## config.mk

```make
export PLATFORM = sky130hd
export DESIGN_NAME = sb_issue_ctl
export DESIGN_NICKNAME = d
export VERILOG_FILES = /design/src/rtl/sb_pkg.sv /design/src/rtl/sb_unit_pipe.sv /design/src/rtl/sb_wb_slots.sv /design/src/rtl/sb_pending.sv /design/src/rtl/sb_issue_ctl.sv
export SDC_FILE = /design/constraint.sdc
export NUM_CORES = 1
export LEC_CHECK = 0
export CAP_MARGIN = 20
export CORE_MARGIN = 4
export CORE_UTILIZATION = 40
export DETAILED_ROUTE_END_ITERATION = 16
export PLACE_DENSITY = 0.67
export RECOVER_POWER = 50
export SLEW_MARGIN = 20
export SYNTH_ARGS = -nofsm -noshare
export SYNTH_HDL_FRONTEND = slang
export SYNTH_SLANG_ARGS = --single-unit
```

## constraint.sdc

```tcl
create_clock -name clk -period 5.2 [get_ports clk]
set_input_delay 1.04 -clock clk [delete_from_list [all_inputs] [get_ports clk]]
set_output_delay 1.04 -clock clk [all_outputs]
set_load 0.05 [all_outputs]
```

## src/rtl/sb_pkg.sv

```systemverilog
`timescale 1ns/1ps
package sb_pkg;
  // Unit class codes carried on in_unit
  typedef enum logic [1:0] {
    U_INT = 2'd0,
    U_ADD = 2'd1,
    U_MUL = 2'd2,
    U_DIV = 2'd3
  } unit_e;

  localparam int NUM_UNITS = 4;
endpackage

```

## src/rtl/sb_unit_pipe.sv

```systemverilog
`timescale 1ns/1ps
// Chain of stages for one execution unit; each stage holds a valid flag and a
// destination register. The last stage presents the write-back request.
module sb_unit_pipe #(
  parameter int DEPTH     = 3,
  parameter bit PIPELINED = 1'b1,
  parameter int RW        = 5
) (
  input  logic          clk,
  input  logic          rst,
  input  logic          accept,
  input  logic [RW-1:0] dest,
  output logic          busy,
  output logic          wb_vld,
  output logic [RW-1:0] wb_reg
);
  logic [DEPTH-1:0]         vld_q;
  logic [DEPTH-1:0][RW-1:0] reg_q;

  generate
    if (DEPTH == 1) begin : g_single
      always_ff @(posedge clk) begin
        if (rst) vld_q <= '0;
        else     vld_q <= accept;
        reg_q[0] <= dest;
      end
    end else begin : g_chain
      always_ff @(posedge clk) begin
        if (rst) vld_q <= '0;
        else     vld_q <= {vld_q[DEPTH-2:0], accept};
        reg_q <= {reg_q[DEPTH-2:0], dest};
      end
    end

    // An unpipelined unit is busy while its op sits in any stage but the last;
    // in the last stage it leaves at this edge and a new op may enter.
    if (PIPELINED || DEPTH == 1) begin : g_free
      assign busy = 1'b0;
    end else begin : g_hold
      assign busy = |vld_q[DEPTH-2:0];
    end
  endgenerate

  assign wb_vld = vld_q[DEPTH-1];
  assign wb_reg = reg_q[DEPTH-1];

  generate
    if (!PIPELINED) begin : g_chk
      assert_unpipelined_single_R6: assert property (@(posedge clk) disable iff (rst)
        $countones(vld_q) <= 1);
    end
  endgenerate
endmodule

```

## src/rtl/sb_wb_slots.sv

```systemverilog
`timescale 1ns/1ps
// Reservation shift register: bit k set means a write-back is booked k cycles
// from now. Bit 0 therefore marks this cycle's write-back.
module sb_wb_slots #(
  parameter int MAXL = 4,
  parameter int LW   = 3
) (
  input  logic          clk,
  input  logic          rst,
  input  logic          fire,
  input  logic [LW-1:0] lat,
  output logic [MAXL:0] resv
);
  logic [MAXL:0] resv_d;

  always_comb begin
    resv_d = '0;
    for (int k = 0; k < MAXL; k++) begin
      resv_d[k] = resv[k+1] | (fire && (lat == LW'(k + 1)));
    end
  end

  always_ff @(posedge clk) begin
    if (rst) resv <= '0;
    else     resv <= resv_d;
  end

  assert_slot_free_R7: assert property (@(posedge clk) disable iff (rst)
    fire |-> !resv[lat]);
endmodule

```

## src/rtl/sb_pending.sv

```systemverilog
`timescale 1ns/1ps
// Pending-write vector. The clear from write-back is applied ahead of the
// hazard view, so a register freed this cycle is usable this cycle.
module sb_pending #(
  parameter int NREGS = 32,
  parameter int RW    = 5
) (
  input  logic             clk,
  input  logic             rst,
  input  logic             set_en,
  input  logic [RW-1:0]    set_reg,
  input  logic             clr_en,
  input  logic [RW-1:0]    clr_reg,
  output logic [NREGS-1:0] pend_q,
  output logic [NREGS-1:0] pend_eff
);
  localparam logic [NREGS-1:0] ONE = {{(NREGS-1){1'b0}}, 1'b1};

  logic [NREGS-1:0] clr_mask, set_mask;

  assign clr_mask = clr_en ? (ONE << clr_reg) : '0;
  assign set_mask = set_en ? (ONE << set_reg) : '0;
  assign pend_eff = pend_q & ~clr_mask;

  always_ff @(posedge clk) begin
    if (rst) pend_q <= '0;
    else     pend_q <= pend_eff | set_mask;
  end

  assert_set_visible_R3: assert property (@(posedge clk) disable iff (rst)
    set_en |=> pend_q[$past(set_reg)]);

  assert_clear_applied_R3: assert property (@(posedge clk) disable iff (rst)
    (clr_en && !(set_en && set_reg == clr_reg)) |=> !pend_q[$past(clr_reg)]);
endmodule

```

## src/rtl/sb_issue_ctl.sv

```systemverilog
`timescale 1ns/1ps
module sb_issue_ctl #(
  parameter int NREGS         = 32,
  parameter int LAT_INT       = 1,
  parameter int LAT_ADD       = 1,
  parameter int LAT_MUL       = 3,
  parameter int LAT_DIV       = 4,
  parameter bit DIV_PIPELINED = 1'b0
) (
  input  logic                     clk,
  input  logic                     rst,
  input  logic                     in_valid,
  input  logic [1:0]               in_unit,
  input  logic [$clog2(NREGS)-1:0] in_dest,
  input  logic [$clog2(NREGS)-1:0] in_src1,
  input  logic [$clog2(NREGS)-1:0] in_src2,
  output logic                     dispatch_o,
  output logic                     wb_en_o,
  output logic [$clog2(NREGS)-1:0] wb_reg_o,
  output logic [NREGS-1:0]         pend_o
);
  import sb_pkg::*;

  localparam int RW   = $clog2(NREGS);
  localparam int M1   = (LAT_INT > LAT_ADD) ? LAT_INT : LAT_ADD;
  localparam int M2   = (LAT_MUL > LAT_DIV) ? LAT_MUL : LAT_DIV;
  localparam int MAXL = (M1 > M2) ? M1 : M2;
  localparam int LW   = $clog2(MAXL + 1);
  localparam int LATS  [NUM_UNITS] = '{LAT_INT, LAT_ADD, LAT_MUL, LAT_DIV};
  localparam bit PIPED [NUM_UNITS] = '{1'b1, 1'b1, 1'b1, DIV_PIPELINED};

  logic [NUM_UNITS-1:0] unit_busy, lane_vld;
  logic [RW-1:0]        lane_reg [NUM_UNITS];
  logic [MAXL:0]        resv;
  logic [NREGS-1:0]     pend_q, pend_eff;
  logic [LW-1:0]        sel_lat;
  logic                 fire, wb_en;
  logic [RW-1:0]        wb_reg;

  always_comb begin
    unique case (unit_e'(in_unit))
      U_INT:   sel_lat = LW'(LAT_INT);
      U_ADD:   sel_lat = LW'(LAT_ADD);
      U_MUL:   sel_lat = LW'(LAT_MUL);
      default: sel_lat = LW'(LAT_DIV);
    endcase
  end

  // Issue gate: unit free, no RAW, no WAW, write-back slot free
  assign fire = in_valid && !unit_busy[in_unit]
             && !pend_eff[in_src1] && !pend_eff[in_src2]
             && !pend_eff[in_dest] && !resv[sel_lat];

  generate
    for (genvar g = 0; g < NUM_UNITS; g++) begin : g_unit
      sb_unit_pipe #(
        .DEPTH    (LATS[g]),
        .PIPELINED(PIPED[g]),
        .RW       (RW)
      ) u_pipe (
        .clk   (clk),
        .rst   (rst),
        .accept(fire && (in_unit == 2'(g))),
        .dest  (in_dest),
        .busy  (unit_busy[g]),
        .wb_vld(lane_vld[g]),
        .wb_reg(lane_reg[g])
      );
    end
  endgenerate

  always_comb begin
    wb_reg = '0;
    for (int u = 0; u < NUM_UNITS; u++) begin
      if (lane_vld[u]) wb_reg = wb_reg | lane_reg[u];
    end
    wb_en = |lane_vld;
  end

  sb_wb_slots #(.MAXL(MAXL), .LW(LW)) u_slots (
    .clk (clk),
    .rst (rst),
    .fire(fire),
    .lat (sel_lat),
    .resv(resv)
  );

  sb_pending #(.NREGS(NREGS), .RW(RW)) u_pend (
    .clk     (clk),
    .rst     (rst),
    .set_en  (fire),
    .set_reg (in_dest),
    .clr_en  (wb_en),
    .clr_reg (wb_reg),
    .pend_q  (pend_q),
    .pend_eff(pend_eff)
  );

  assign dispatch_o = fire;
  assign wb_en_o    = wb_en;
  assign wb_reg_o   = wb_reg;
  assign pend_o     = pend_q;

  assert_one_writer_R7: assert property (@(posedge clk) disable iff (rst)
    $onehot0(lane_vld));

  assert_slot_matches_wb_R7: assert property (@(posedge clk) disable iff (rst)
    resv[0] == wb_en);

  assert_wb_was_pending_R3: assert property (@(posedge clk) disable iff (rst)
    wb_en |-> pend_q[wb_reg]);

  assert_idle_no_fire_R10: assert property (@(posedge clk) disable iff (rst)
    !in_valid |-> !dispatch_o);
endmodule

```

# Yosys cells after proc, flatten, opt, wreduce, memory -nomap -nowiden
# Cells that the tools add are included.
# totals
ff_bits	66
inputBits	20
# classes
magnitude_cmp	5
n_eq_ne	7
shifts	2
muxes	17
n_bitwise	10
n_reduce_logical	22
# ops
cell	count
$mux W32	2
$shl A1 B5 Y32 const A	2
$and A32 B32 Y32	1
$not A32 Y32	1
$or A32 B32 Y32	1
$mux W5	4
$lt A5 B6 Y1 const B	3
$bmux W1 S5	3
$or A5 B5 Y5	3
$logic_and A1 B1 Y1	13
$eq A3 B2 Y1 const B	2
$pmux W3 S2	1
$logic_not A1 Y1	5
$mux W1	5
$eq A2 B2 Y1 const B	2
$lt A3 B4 Y1 const B	1
$or A1 B1 Y1	4
$reduce_or A4 Y1	1
$bmux W1 S3	1
$eq A3 B1 Y1 const B	1
$eq A3 B3 Y1 const B	1
$lt A2 B3 Y1 const B	1
$reduce_or A3 Y1	1
$bmux W1 S2	1
other kinds (3)	3

# Longest topological paths before layout
# Gate-level depths: netlist of run 1.
# depth
depth_word	20
depth_mapped	14

# Cells and area by module
# A second synthesis of run 1 with hierarchy kept.
# unflattened
hier_cells	407
hier_area_um2	4007.6
# by_module_without_submodules
mod	instances	cells_each	area_per_inst_um2	seq_area_each_um2
sb_pending	1	175	1473.9	640.6
sb_issue_ctl	1	135	1107.3	0.0
sb_unit_pipe (g_unit[3].u_pipe)	1	34	549.3	480.5
sb_unit_pipe (g_unit[2].u_pipe)	1	28	427.9	360.3
sb_unit_pipe (g_unit[0].u_pipe ...)	2	9	145.1	120.1
sb_wb_slots	1	17	158.9	80.1

# Least setup slack after synthesis of run 1
# No wires, ideal clock.
# synth_timing
path_kind	register -> output
from	register g_unit[1].u_pipe.vld_q
to	output port dispatch_o
t_arrival_ns	4.042
required_time_ns	4.160
slack_ns	0.118
path_stages_with_launch	13
n_path_buf	3
cell_sequence	dfxtp_1 buf_2 or4_1 nand3_2 o31ai_2 and4b_1 nor4_1 nand4_1 or4b_1 or4_4 buf_6 buf_6 nor2_1
# synth_lines
item	line	rtl
start, declared	sb_unit_pipe.sv:17	logic [DEPTH-1:0] vld_q;
start signal, assigned	sb_unit_pipe.sv:24	else vld_q <= accept;
$reduce_or A4 Y1 *	sb_issue_ctl.sv:77	wb_en = |lane_vld;
net wb_en_o	sb_issue_ctl.sv:18	output logic wb_en_o,
$mux W32 *	sb_pending.sv:21	assign clr_mask = clr_en ? (ONE << clr_reg) : '0;
$not A32 Y32 *	sb_pending.sv:23	assign pend_eff = pend_q & ~clr_mask;
$and A32 B32 Y32 *	sb_pending.sv:23	
$bmux W1 S5	sb_issue_ctl.sv:51	&& !pend_eff[in_src1] && !pend_eff[in_src2]
$mux W1 (implied by the code)	sb_issue_ctl.sv:51	
$logic_not A1 Y1	sb_issue_ctl.sv:51	
$logic_and A1 B1 Y1 (2 in series)	sb_issue_ctl.sv:51	
$logic_and A1 B1 Y1 * (2 in series)	sb_issue_ctl.sv:52	&& !pend_eff[in_dest] && !resv[sel_lat];
end, declared	sb_issue_ctl.sv:17	output logic dispatch_o,
# The timed path passes the listed nets; every way through them passes the cells marked *. The select of a mux whose other input is x is not followed.

# Worst setup path in the final report of run 1
# layout_timing
from	register g_unit[2].u_pipe.vld_q[2]
to	output port dispatch_o
# layout_between
elab_chain_cells	14
# layout_lines
item	line	rtl
start, declared	sb_unit_pipe.sv:17	
start signal, assigned	sb_unit_pipe.sv:30	else vld_q <= {vld_q[DEPTH-2:0], accept};
$mux W5	sb_issue_ctl.sv:75	if (lane_vld[u]) wb_reg = wb_reg | lane_reg[u];
$or A5 B5 Y5	sb_issue_ctl.sv:75	
$mux W5	sb_issue_ctl.sv:75	
$shl A1 B5 Y32	sb_pending.sv:21	
$mux W32 *	sb_pending.sv:21	
$not A32 Y32 *	sb_pending.sv:23	
$and A32 B32 Y32 *	sb_pending.sv:23	
$bmux W1 S5	sb_issue_ctl.sv:51	
$mux W1 (implied by the code)	sb_issue_ctl.sv:51	
$logic_not A1 Y1	sb_issue_ctl.sv:51	
$logic_and A1 B1 Y1 (2 in series)	sb_issue_ctl.sv:51	
$logic_and A1 B1 Y1 * (2 in series)	sb_issue_ctl.sv:52	
# Every way passes the cells marked *; elsewhere a longest branch is shown, timed or not. The select of a mux whose other input is x is not followed.

==> reports/metrics.csv, run 1 <==
metric,value,unit
hpwl dp,11700,um
Fill cells,904,
Worst-Margin Slew,1.01,ns
Die H,106,um
routed vias/inst,6.25,
relative slew slack,0.327,
number of diodes,0,
ratio of cells with drive above 1 in the final layout,0.222,
Startpoint Class,register,
biggest regs,"u_pend.pend_q (32), g_unit.u_pipe.reg_q (15), g_unit.u_pipe.vld_q (7)",
post-synth top area share,0.328,
FMAX,201,MHz
clock slew at the register clock pins of the worst setup and hold paths,0.07,ns
count of pins over their slew limit,0,
max cap viols,0,
vias in the first global route,4138,
largest net degree at the start of global routing,38,
part of the Yosys area used for sequential elements,0.328,
clk_skew,0.0115,ns
Total Power,0.00115,W
crit path time final,4.98,ns
# nets final,571,
clock latency at the later pin of the worst-skew pair,0.35,ns
Syn Inst Count,469,
most frequent cell after synthesis,dfxtp_1,
Total GRT Usage,0.277,
"area leader, netlist",dfxtp_1,
worst reg2reg path depth,10,
GRT Residual Overflow,0,
Max IR drop VDD,0.000115,V
unrepaired setup endpoints after global routing,false,
"EDFF count, synth",0,
Syn Std Cell Area,3850,um^2
Hold Crit Class,reg -> reg,
Final Hold Fails,0,
IO Count,59,
initial drt markers,349,
CTS tree,yes,
Die X,106,um
max reg flops,32,
average routed wire per standard cell,22.7,um
Yosys cell types,70,
Post-DRT Antenna Nets,0,
row count,35,
"flops & latches, synth",63,
CTS buffer count,9,
Detailed Route WL,15500,um
Post-Syn Nets,489,
top_reg_cell synth,dfxtp_1,
Worst Hold Depth,0,
drc violations,0,
status,"complete, no violations",
Root Buffer,clkbuf_8,
Core ar.,9280,um^2
Critical Path Fanout Max,9,
Power Density,229,nW/um^2
Initial Util,0.415,
initial antenna violation count,0,
total number of yosys warnings,0,
# port buffers,58,
via count,4272,
Bufs on Longest Clock Path,2,
"Async S/R FF share, synth",0,
Sink Count,63,
H-tree levels,3,
Worst Path Required,4.16,ns
fin crit share,0.958,
Top reg by flops,u_pend.pend_q,
setup_tns,0,ns
CP endpoint kind,output port,
synthesized area per cell,8.21,um^2
die area,11300,um^2
first-pass GRT wire length,24100,um
DR pass1 iterations,5,
static leakage,1.80,nW
crit path kind,reg -> out,
global placement routability congestion,0.987,
Area Overhead vs Synth,30.9,%
Final Setup Violations,0,
synth top area cells,"dfxtp_1 33%, nand2_1 4.2%, o31ai_1 4.1%",
Commonest cells post-synth,"63 x dfxtp_1, 43 x nand2_1, 31 x nor2_1, 23 x clkbuf_1, 22 x or3_1",
Critical Path AT,3.94,ns
## cell families (layout without fill, tap and decap cells)
group | after synthesis | in the layout | synth area share
simple gates | 192 | 192 | 0.274
compound gates | 149 | 149 | 0.293
flops | 63 | 63 | 0.328
buf+inv | 48 | 134 | 0.0578
mux | 15 | 15 | 0.0432
xor+xnor | 2 | 2 | 0.00455
## power breakdown
part | total [W] | switching, W | internal (W)
combinational | 0.000214 | 0.000138 | 0.0000760
sequential | 0.000505 | 0.00000965 | 0.000495
clock | 0.000436 | 0.000204 | 0.000233
## cell usage in the layout (no fill, tap or decap), types with 4 or more instances in the layout
| cell type | synthesis | final |
|---|---|---|
| or3_1 | 22 | 22 |
| nor2_1 | 31 | 30 |
| nor3_1 | 14 | 14 |
| a22o_1 | 8 | 8 |
| a31oi_1 | 6 | 6 |
| or2_2 | 19 | 19 |
| nor2b_1 | 11 | 11 |
| o22ai_2 | 8 | 8 |
| nand3_1 | 12 | 12 |
| dfxtp_2 | 0 | 4 |
| o211ai_1 | 5 | 5 |
| inv_1 | 12 | 12 |
| o21ai_1 | 20 | 21 |
| a221oi_1 | 4 | 4 |
| clkbuf_8 | 0 | 10 |
| dlygate4sd3_1 | 0 | 29 |
| buf_4 | 2 | 44 |
| nand2b_1 | 7 | 7 |
| o31ai_2 | 6 | 6 |
| o31ai_1 | 21 | 18 |
| a22oi_2 | 4 | 4 |
| a21oi_1 | 10 | 10 |
| o21a_1 | 5 | 5 |
| mux2i_1 | 11 | 11 |
| o22ai_1 | 14 | 14 |
| clkdlybuf4s50_1 | 0 | 28 |
| o21ai_0 | 12 | 11 |
| dfxtp_1 | 63 | 59 |
| nor4_1 | 8 | 8 |
| nand2_1 | 43 | 43 |
## metal layers
layer	track usage	wire [um]	up-vias
li1	-	-	1932
met1	0.376	6620	2004
met2	0.408	6660	272
met3	0.0704	1510	64
met4	0.130	754	0
met5	0	0	-
## through the flow
step	setup slack [ns]	std cells	hold WS (ns)	instance area (um^2)	utilization
2_1_floorplan	0.118	469	0.310	3850	-
3_3_place_gp	0.200	667	0.310	4770	0.514
3_5_place_dp	0.188	667	0.312	4770	0.514
4_1_cts	0.00356	684	0.330	5010	0.540
5_1_grt	0.0190	684	0.340	5040	0.543
6_report	0.217	684	0.329	5040	0.543
## worst max-delay path, stage by stage (launching register included)
cell,delay [ns]
dfxtp_2,0.39
a22oi_2,0.25
nand4_2,0.42
or3_1,0.55
or2_0,0.25
a21oi_1,0.14
a2111oi_0,0.10
or4b_1,0.58
or4_4,0.57
nor2_2,0.18
buf_12,0.16
## path summary, 6_finish.rpt
path / start / end / slack [ns]
max: g_unit[2].u_pipe.vld_q[2]$_SDFF_PP0_ / dispatch_o / 0.22
min reg2reg: g_unit[3].u_pipe.reg_q[5]$_DFF_P_ / g_unit[3].u_pipe.reg_q[10]$_DFF_P_ / 0.33
max reg2reg: g_unit[2].u_pipe.vld_q[2]$_SDFF_PP0_ / u_pend.pend_q[5]$_SDFF_PP0_ / 1.24
min: g_unit[3].u_pipe.reg_q[5]$_DFF_P_ / g_unit[3].u_pipe.reg_q[10]$_DFF_P_ / 0.33
## final cells by class
type	instances	area [um^2]	share of cell area
Clock buffer	10	138	0.0273
Tap cell	129	161	0.0320
Clock inverter	5	57.6	0.0114
Timing Repair Buffer	106	952	0.189
Multi-Input combinational cell	358	2420	0.479
Sequential cell	63	1270	0.251
Inverter	13	48.8	0.00968
## what timing repair did
item / in CTS / in global routing
buffers inserted: 2 / 0
pin swaps: 1 / 0
resized for setup: 2 / 10
endpoints found under the setup margin: 1 / 1
hold buffers: 0 / 0
No activity file was read; power rests on OpenSTA's default activity.
==> run 2, diff against run 1 <==
--- a/config.mk
+++ b/config.mk
@@ -6,7 +6,7 @@
 export NUM_CORES = 1
 export LEC_CHECK = 0
 export CAP_MARGIN = 20
-export CORE_MARGIN = 4
+export CORE_MARGIN = 8
 export CORE_UTILIZATION = 40
 export DETAILED_ROUTE_END_ITERATION = 16
 export PLACE_DENSITY = 0.67
==> reports/metrics.csv, run 2 (synthesized netlist as in run 1, its figures left out) <==
metric,value,unit,change
status,"complete, no violations",,unchanged
Sink Count,63,,unchanged
hold buffers post-CTS,0,,unchanged
GRT Residual Overflow,0,,unchanged
Bufs on Longest Clock Path,2,,unchanged
Hold Crit Class,reg -> reg,,unchanged
Final Setup Violations,0,,unchanged
"commonest non-fill, non-tap cell in the layout",dfxtp_1,,unchanged
IO Count,59,,unchanged
fin area,5020,um^2,was 5040 um^2
Initial Util,0.403,,was 0.415
clk_skew,0.00992,ns,was 0.0115 ns
Power Density,238,nW/um^2,was 229 nW/um^2
Final Hold Fails,0,,unchanged
Root Buffer,clkbuf_8,,unchanged
worst reg2reg path depth,10,,unchanged
drc violations,0,,unchanged
crit path time final,5.07,ns,was 4.98 ns
# nets final,568,,was 571
number of diodes,0,,unchanged
hpwl dp,11800,um,was 11700 um
r2r setup slk,1.29,ns,was 1.24 ns
global placement routability congestion,0.981,,was 0.987
Total Power,0.00120,W,was 0.00115 W
FMAX,197,MHz,was 201 MHz
max reg flops,32,,unchanged
R2R Path End,g_unit[3].u_pipe.vld_q[0]$_SDFF_PP0_,,was u_pend.pend_q[5]$_SDFF_PP0_
Critical Path AT,4.03,ns,was 3.94 ns
ratio of cells with drive above 1 in the final layout,0.211,,was 0.222
DP Area,4760,um^2,was 4770 um^2
initial antenna violation count,0,,unchanged
Critical Path Fanout Max,9,,unchanged
average routed wire per standard cell,22.9,um,was 22.7 um
CP Launch Point,g_unit[2].u_pipe.vld_q[2]$_SDFF_PP0_,,unchanged
vias in the first global route,4075,,was 4138
static leakage,1.79,nW,was 1.80 nW
Max IR drop VDD,0.000137,V,was 0.000115 V
Area Overhead vs Synth,30.5,%,was 30.9%
H-tree levels,3,,unchanged
Die X,114,um,was 106 um
clock slew at the register clock pins of the worst setup and hold paths,0.06,ns,was 0.07 ns
"commonest non-fill, non-tap cells in the layout","60 x dfxtp_1, 43 x nand2_1, 41 x buf_4",,"was 59 x dfxtp_1, 44 x buf_4, 43 x nand2_1"
Total GRT Usage,0.242,,was 0.277
routed vias/inst,6.16,,was 6.25
max cap viols,0,,unchanged
# port buffers,58,,unchanged
CTS buffer count,9,,unchanged
relative slew slack,0.224,,was 0.327
Worst Path Required,4.16,ns,about the same
via count,4211,,was 4272
fin crit share,0.976,,was 0.958
Post-DRT Antenna Nets,0,,unchanged
Worst-Margin Slew,1.16,ns,was 1.01 ns
DR pass1 iterations,5,,unchanged
Startpoint Class,register,,unchanged
Die H,114,um,was 106 um
biggest regs,"u_pend.pend_q (32), g_unit.u_pipe.reg_q (15), g_unit.u_pipe.vld_q (7)",,unchanged
Detailed Route WL,15700,um,was 15500 um
die area,13000,um^2,was 11300 um^2
r2r startpoint,g_unit[2].u_pipe.vld_q[2]$_SDFF_PP0_,,unchanged
first-pass GRT wire length,24200,um,was 24100 um
Top reg by flops,u_pend.pend_q,,unchanged
crit path kind,reg -> out,,unchanged
count of pins over their slew limit,0,,unchanged
Fill cells,931,,was 904
initial drt markers,366,,was 349
clock latency at the later pin of the worst-skew pair,0.34,ns,was 0.35 ns
largest net degree at the start of global routing,38,,unchanged
row count,36,,was 35
Core ar.,9550,um^2,was 9280 um^2
CP endpoint kind,output port,,unchanged
CP endpoint,dispatch_o,,unchanged
CTS tree,yes,,unchanged
run 2: repair_timing:
action,CTS,global route
endpoints found under the setup margin,0,1
buffers inserted,0,3
endpoints found under the hold margin,0,0
resized for setup,0,10
run 2: critical path, stage by stage, from the launching register on:
cell	delay [ns]
dfxtp_2	0.39
a22oi_2	0.32
nand4_2	0.41
or3_1	0.53
or2_0	0.25
a21oi_1	0.15
a2111oi_0	0.11
or4b_1	0.53
or4_4	0.54
nor2_1	0.29
buf_12	0.18
run 2: worst min-delay path by stage:
stage                                       from                                  to  cells after the start
3_5_place_dp   g_unit[3].u_pipe.reg_q[6]$_DFF_P_  g_unit[3].u_pipe.reg_q[11]$_DFF_P_                      0
4_1_cts        g_unit[3].u_pipe.reg_q[6]$_DFF_P_  g_unit[3].u_pipe.reg_q[11]$_DFF_P_                      0
2_1_floorplan  g_unit[3].u_pipe.reg_q[5]$_DFF_P_  g_unit[3].u_pipe.reg_q[10]$_DFF_P_                      0
3_3_place_gp   g_unit[3].u_pipe.reg_q[8]$_DFF_P_  g_unit[3].u_pipe.reg_q[13]$_DFF_P_                      0
6_report       g_unit[3].u_pipe.reg_q[8]$_DFF_P_  g_unit[3].u_pipe.reg_q[13]$_DFF_P_                      0
5_1_grt        g_unit[3].u_pipe.reg_q[9]$_DFF_P_  g_unit[3].u_pipe.reg_q[14]$_DFF_P_                      0
run 2: stage by stage:
| stage | utilization | setup slack, ns | TNS, ns | hold WS [ns] | std cells |
|---|---|---|---|---|---|
| after detailed placement | 0.499 | 0.127 | 0 | 0.312 | 667 |
| after global placement | 0.499 | 0.206 | 0 | 0.310 | 667 |
| after floorplan | - | 0.118 | 0 | 0.310 | 469 |
| after global routing | 0.526 | -0.0125 | -0.0125 | 0.334 | 684 |
| after CTS | 0.521 | 0.0432 | 0 | 0.328 | 681 |
| final | 0.526 | 0.126 | 0 | 0.328 | 684 |
run 2: metal layers:
layer	global-route usage	routed length [um]
met4	0.101	502
met2	0.371	7040
met3	0.0427	1470
met5	0	0
met1	0.326	6670
run 2: cell type report:
class                   count  area [um^2]  share of cell area
clock inverters             3         67.6              0.0134
flip-flops and latches     63         1260               0.252
repair buffers            103          932               0.186
clock buffers              11          151              0.0301
inverters                  13         48.8             0.00971
well taps                 133          166              0.0331
multi-input cells         358         2390               0.476
run 2: where the power goes:
group          leakage [nW]  internal [W]  switching, W
clock network         0.108      0.000291      0.000189
registers             0.517      0.000495    0.00000926
logic                  1.17     0.0000753      0.000137
total                  1.79      0.000861      0.000335
==> run 3, diff against run 2 <==
--- a/config.mk
+++ b/config.mk
@@ -5,13 +5,16 @@
 export SDC_FILE = /design/constraint.sdc
 export NUM_CORES = 1
 export LEC_CHECK = 0
+export ABC_AREA = 1
 export CAP_MARGIN = 20
 export CORE_MARGIN = 8
 export CORE_UTILIZATION = 40
 export DETAILED_ROUTE_END_ITERATION = 16
-export PLACE_DENSITY = 0.67
+export DONT_BUFFER_PORTS = 1
+export PLACE_DENSITY = 0.59
 export RECOVER_POWER = 50
 export SLEW_MARGIN = 20
 export SYNTH_ARGS = -nofsm -noshare
 export SYNTH_HDL_FRONTEND = slang
 export SYNTH_SLANG_ARGS = --single-unit
+export TNS_END_PERCENT = 100
==> reports/metrics.csv, run 3 <==
metric,value,unit,change
status,"complete, no violations",,unchanged
synthesized area per cell,6.43,um^2,was 8.21 um^2
Syn Inst Count,620,,was 469
relative slew slack,0.328,,was 0.224
Crit path max-delay family,simple AND/OR/NAND/NOR gates,,unchanged
average routed wire per standard cell,19.0,um,was 22.9 um
clk_skew,0.00813,ns,was 0.00992 ns
synth top area cells,"dfxtp_1 32%, nand3_1 20%, nand2_1 17%",,"was dfxtp_1 33%, nand2_1 4.2%, o31ai_1 4.1%"
Root Buffer,clkbuf_8,,unchanged
"area leader, netlist",dfxtp_1,,unchanged
DR pass1 iterations,5,,unchanged
"commonest non-fill, non-tap cell in the layout",nand2_1,,was dfxtp_1
Startpoint Class,register,,unchanged
largest net degree at the start of global routing,40,,was 38
Power Density,240,nW/um^2,was 238 nW/um^2
CP endpoint,dispatch_o,,unchanged
most frequent cell after synthesis,nand2_1,,was dfxtp_1
Bufs on Longest Clock Path,2,,unchanged
max cap viols,0,,unchanged
post-synth top area share,0.316,,was 0.328
Final Hold Fails,0,,unchanged
Crit. path cell count,15,,was 10
part of the Yosys area used for sequential elements,0.316,,was 0.328
Max IR drop VDD,0.0000803,V,was 0.000137 V
via count,4248,,was 4211
initial antenna violation count,0,,unchanged
initial drt markers,503,,was 366
Worst Path Required,4.16,ns,about the same
static leakage,1.80,nW,was 1.79 nW
Syn Std Cell Area,3990,um^2,was 3850 um^2
Critical Path AT,3.08,ns,was 4.03 ns
Yosys cell types,30,,was 70
crit path kind,reg -> out,,unchanged
H-tree levels,3,,unchanged
setup_tns,0,ns,unchanged
Top reg by flops,u_pend.pend_q,,unchanged
Final Setup Violations,0,,unchanged
PostCTS Resize Cnt,0,,unchanged
Worst-Margin Slew,1.01,ns,was 1.16 ns
crit path time final,4.12,ns,was 5.07 ns
hold buffers post-CTS,0,,unchanged
row count,36,,unchanged
FMAX,243,MHz,was 197 MHz
Fill cells,1097,,was 931
biggest regs,"u_pend.pend_q (32), g_unit.u_pipe.reg_q (15), g_unit.u_pipe.vld_q (7)",,unchanged
routed vias/inst,5.76,,was 6.16
Initial Util,0.410,,was 0.403
Commonest cells post-synth,"176 x nand2_1, 162 x nand3_1, 63 x dfxtp_1, 55 x nor2_1, 34 x inv_1",,"was 63 x dfxtp_1, 43 x nand2_1, 31 x nor2_1, 23 x clkbuf_1, 22 x or3_1"
Die H,116,um,was 114 um
number of diodes,0,,unchanged
vias in the first global route,3867,,was 4075
CP max stage delay,0.46,ns,was 0.54 ns
global placement routability congestion,0.955,,was 0.981
# port buffers,0,,was 58
first-pass GRT wire length,21800,um,was 24200 um
IO Count,59,,unchanged
Critical Path Fanout Max,14,,was 9
worst reg2reg path depth,18,,was 10
count of pins over their slew limit,0,,unchanged
R2R Path End,u_pend.pend_q[30]$_SDFF_PP0_,,was g_unit[3].u_pipe.vld_q[0]$_SDFF_PP0_
Detailed Route WL,14000,um,was 15700 um
ratio of cells with drive above 1 in the final layout,0.107,,was 0.211
worst path bufs/invs,1,,unchanged
crit-path cells,inv_2 > nand2_4 > nand2_1 > nand3_2 > nor2_1 > nand3_1 > nand3_1 > nand3_1 > nand2_1 > nand2_1 > nand3_1 > nand2_1 > nand2_1 > nand3_1 > nor2_4,,was a22oi_2 > nand4_2 > or3_1 > or2_0 > a21oi_1 > a2111oi_0 > or4b_1 > or4_4 > nor2_1 > buf_12
"commonest non-fill, non-tap cells in the layout","176 x nand2_1, 162 x nand3_1, 63 x dfxtp_1",,"was 60 x dfxtp_1, 43 x nand2_1, 41 x buf_4"
CTS buffer count,9,,unchanged
unrepaired setup endpoints after global routing,false,,
# nets final,621,,was 568
fin crit share,0.792,,was 0.976
Die X,116,um,was 114 um
total number of yosys warnings,0,,unchanged
Sink Count,63,,unchanged
r2r setup slk,1.54,ns,was 1.29 ns
Total GRT Usage,0.212,,was 0.242
placed cell count,723,,was 667
CP Launch Point,g_unit[0].u_pipe.wb_vld$_SDFF_PP0_,,was g_unit[2].u_pipe.vld_q[2]$_SDFF_PP0_
Worst Hold Depth,0,,unchanged
clock slew at the register clock pins of the worst setup and hold paths,0.07,ns,was 0.06 ns
Post-Syn Nets,640,,was 489
CP endpoint kind,output port,,unchanged
hpwl dp,10600,um,was 11800 um
die area,13400,um^2,was 13000 um^2
Final Non-Filler Cells,738,,was 684
r2r startpoint,g_unit[0].u_pipe.wb_vld$_SDFF_PP0_,,was g_unit[2].u_pipe.vld_q[2]$_SDFF_PP0_
top_reg_cell synth,dfxtp_1,,unchanged
Hold Crit Class,reg -> reg,,unchanged
drc violations,0,,unchanged
Area Overhead vs Synth,4.17,%,was 30.5%
"EDFF count, synth",0,,unchanged
Post-DRT Antenna Nets,0,,unchanged
slowest CP cell,nand3_2,,was or4_4
"flops & latches, synth",63,,unchanged
GRT Residual Overflow,0,,unchanged
clock latency at the later pin of the worst-skew pair,0.35,ns,was 0.34 ns
"Async S/R FF share, synth",0,,unchanged
CTS tree,yes,,unchanged
Post-CTS Setup Inserts,0,,unchanged
Core ar.,9730,um^2,was 9550 um^2
max reg flops,32,,unchanged
==> run 3: per-layer routing <==
| layer | GRT usage | vias up | part of all wire |
|---|---|---|---|
| met5 | 0 | - | 0 |
| met4 | 0.0856 | 0 | 0.025 |
| met3 | 0.0813 | 27 | 0.12 |
| met2 | 0.315 | 246 | 0.44 |
| met1 | 0.269 | 1949 | 0.42 |
| li1 | - | 2026 | - |
==> run 3: kinds of logic after synthesis <==
logic type / count (synthesis) / share of synthesized area
AND/OR/NAND/NOR: 462 / 0.561
flip-flops: 63 / 0.316
AO/OA/AOI/OAI: 18 / 0.0301
buffers and inverters: 77 / 0.0922
==> run 3: area by class of cell <==
class / count / area [um^2] / area share
Inverter: 43 / 161 / 0.0388
Tap cell: 133 / 166 / 0.0400
Clock buffer: 10 / 138 / 0.0331
Clock inverter: 5 / 33.8 / 0.00813
Multi-Input combinational cell: 480 / 2360 / 0.569
Timing Repair Buffer: 4 / 30.0 / 0.00723
Sequential cell: 63 / 1260 / 0.304
==> run 3: power breakdown <==
| group | internal [W] | switching [W] | total [W] |
|---|---|---|---|
| logic | 0.0000271 | 0.0000848 | 0.000112 |
| clock network | 0.000183 | 0.000197 | 0.000380 |
| registers | 0.000493 | 0.0000136 | 0.000507 |
==> run 3: per-stage QoR <==
stage	utilization	power (W)	area (um^2)	setup WS [ns]	hold slack (ns)
after floorplan	-	0.000620	3990	1.58	0.310
after global placement	0.409	0.000628	3980	1.48	0.311
after detailed placement	0.409	0.000629	3980	1.48	0.312
after CTS	0.427	0.00101	4160	1.09	0.329
after global routing	0.427	0.00105	4160	0.834	0.336
final	0.427	0.000999	4160	1.08	0.328
==> run 3: worst min path at each step <==
stage                                                  from                                  to  slack, ns
after floorplan           g_unit[3].u_pipe.reg_q[5]$_DFF_P_  g_unit[3].u_pipe.reg_q[10]$_DFF_P_       0.31
after global placement    g_unit[3].u_pipe.reg_q[9]$_DFF_P_  g_unit[3].u_pipe.reg_q[14]$_DFF_P_       0.31
after detailed placement  g_unit[3].u_pipe.reg_q[6]$_DFF_P_  g_unit[3].u_pipe.reg_q[11]$_DFF_P_       0.31
after CTS                 g_unit[3].u_pipe.reg_q[8]$_DFF_P_  g_unit[3].u_pipe.reg_q[13]$_DFF_P_       0.33
after global routing      g_unit[3].u_pipe.reg_q[8]$_DFF_P_  g_unit[3].u_pipe.reg_q[13]$_DFF_P_       0.34
final                     g_unit[3].u_pipe.reg_q[8]$_DFF_P_  g_unit[3].u_pipe.reg_q[13]$_DFF_P_       0.33
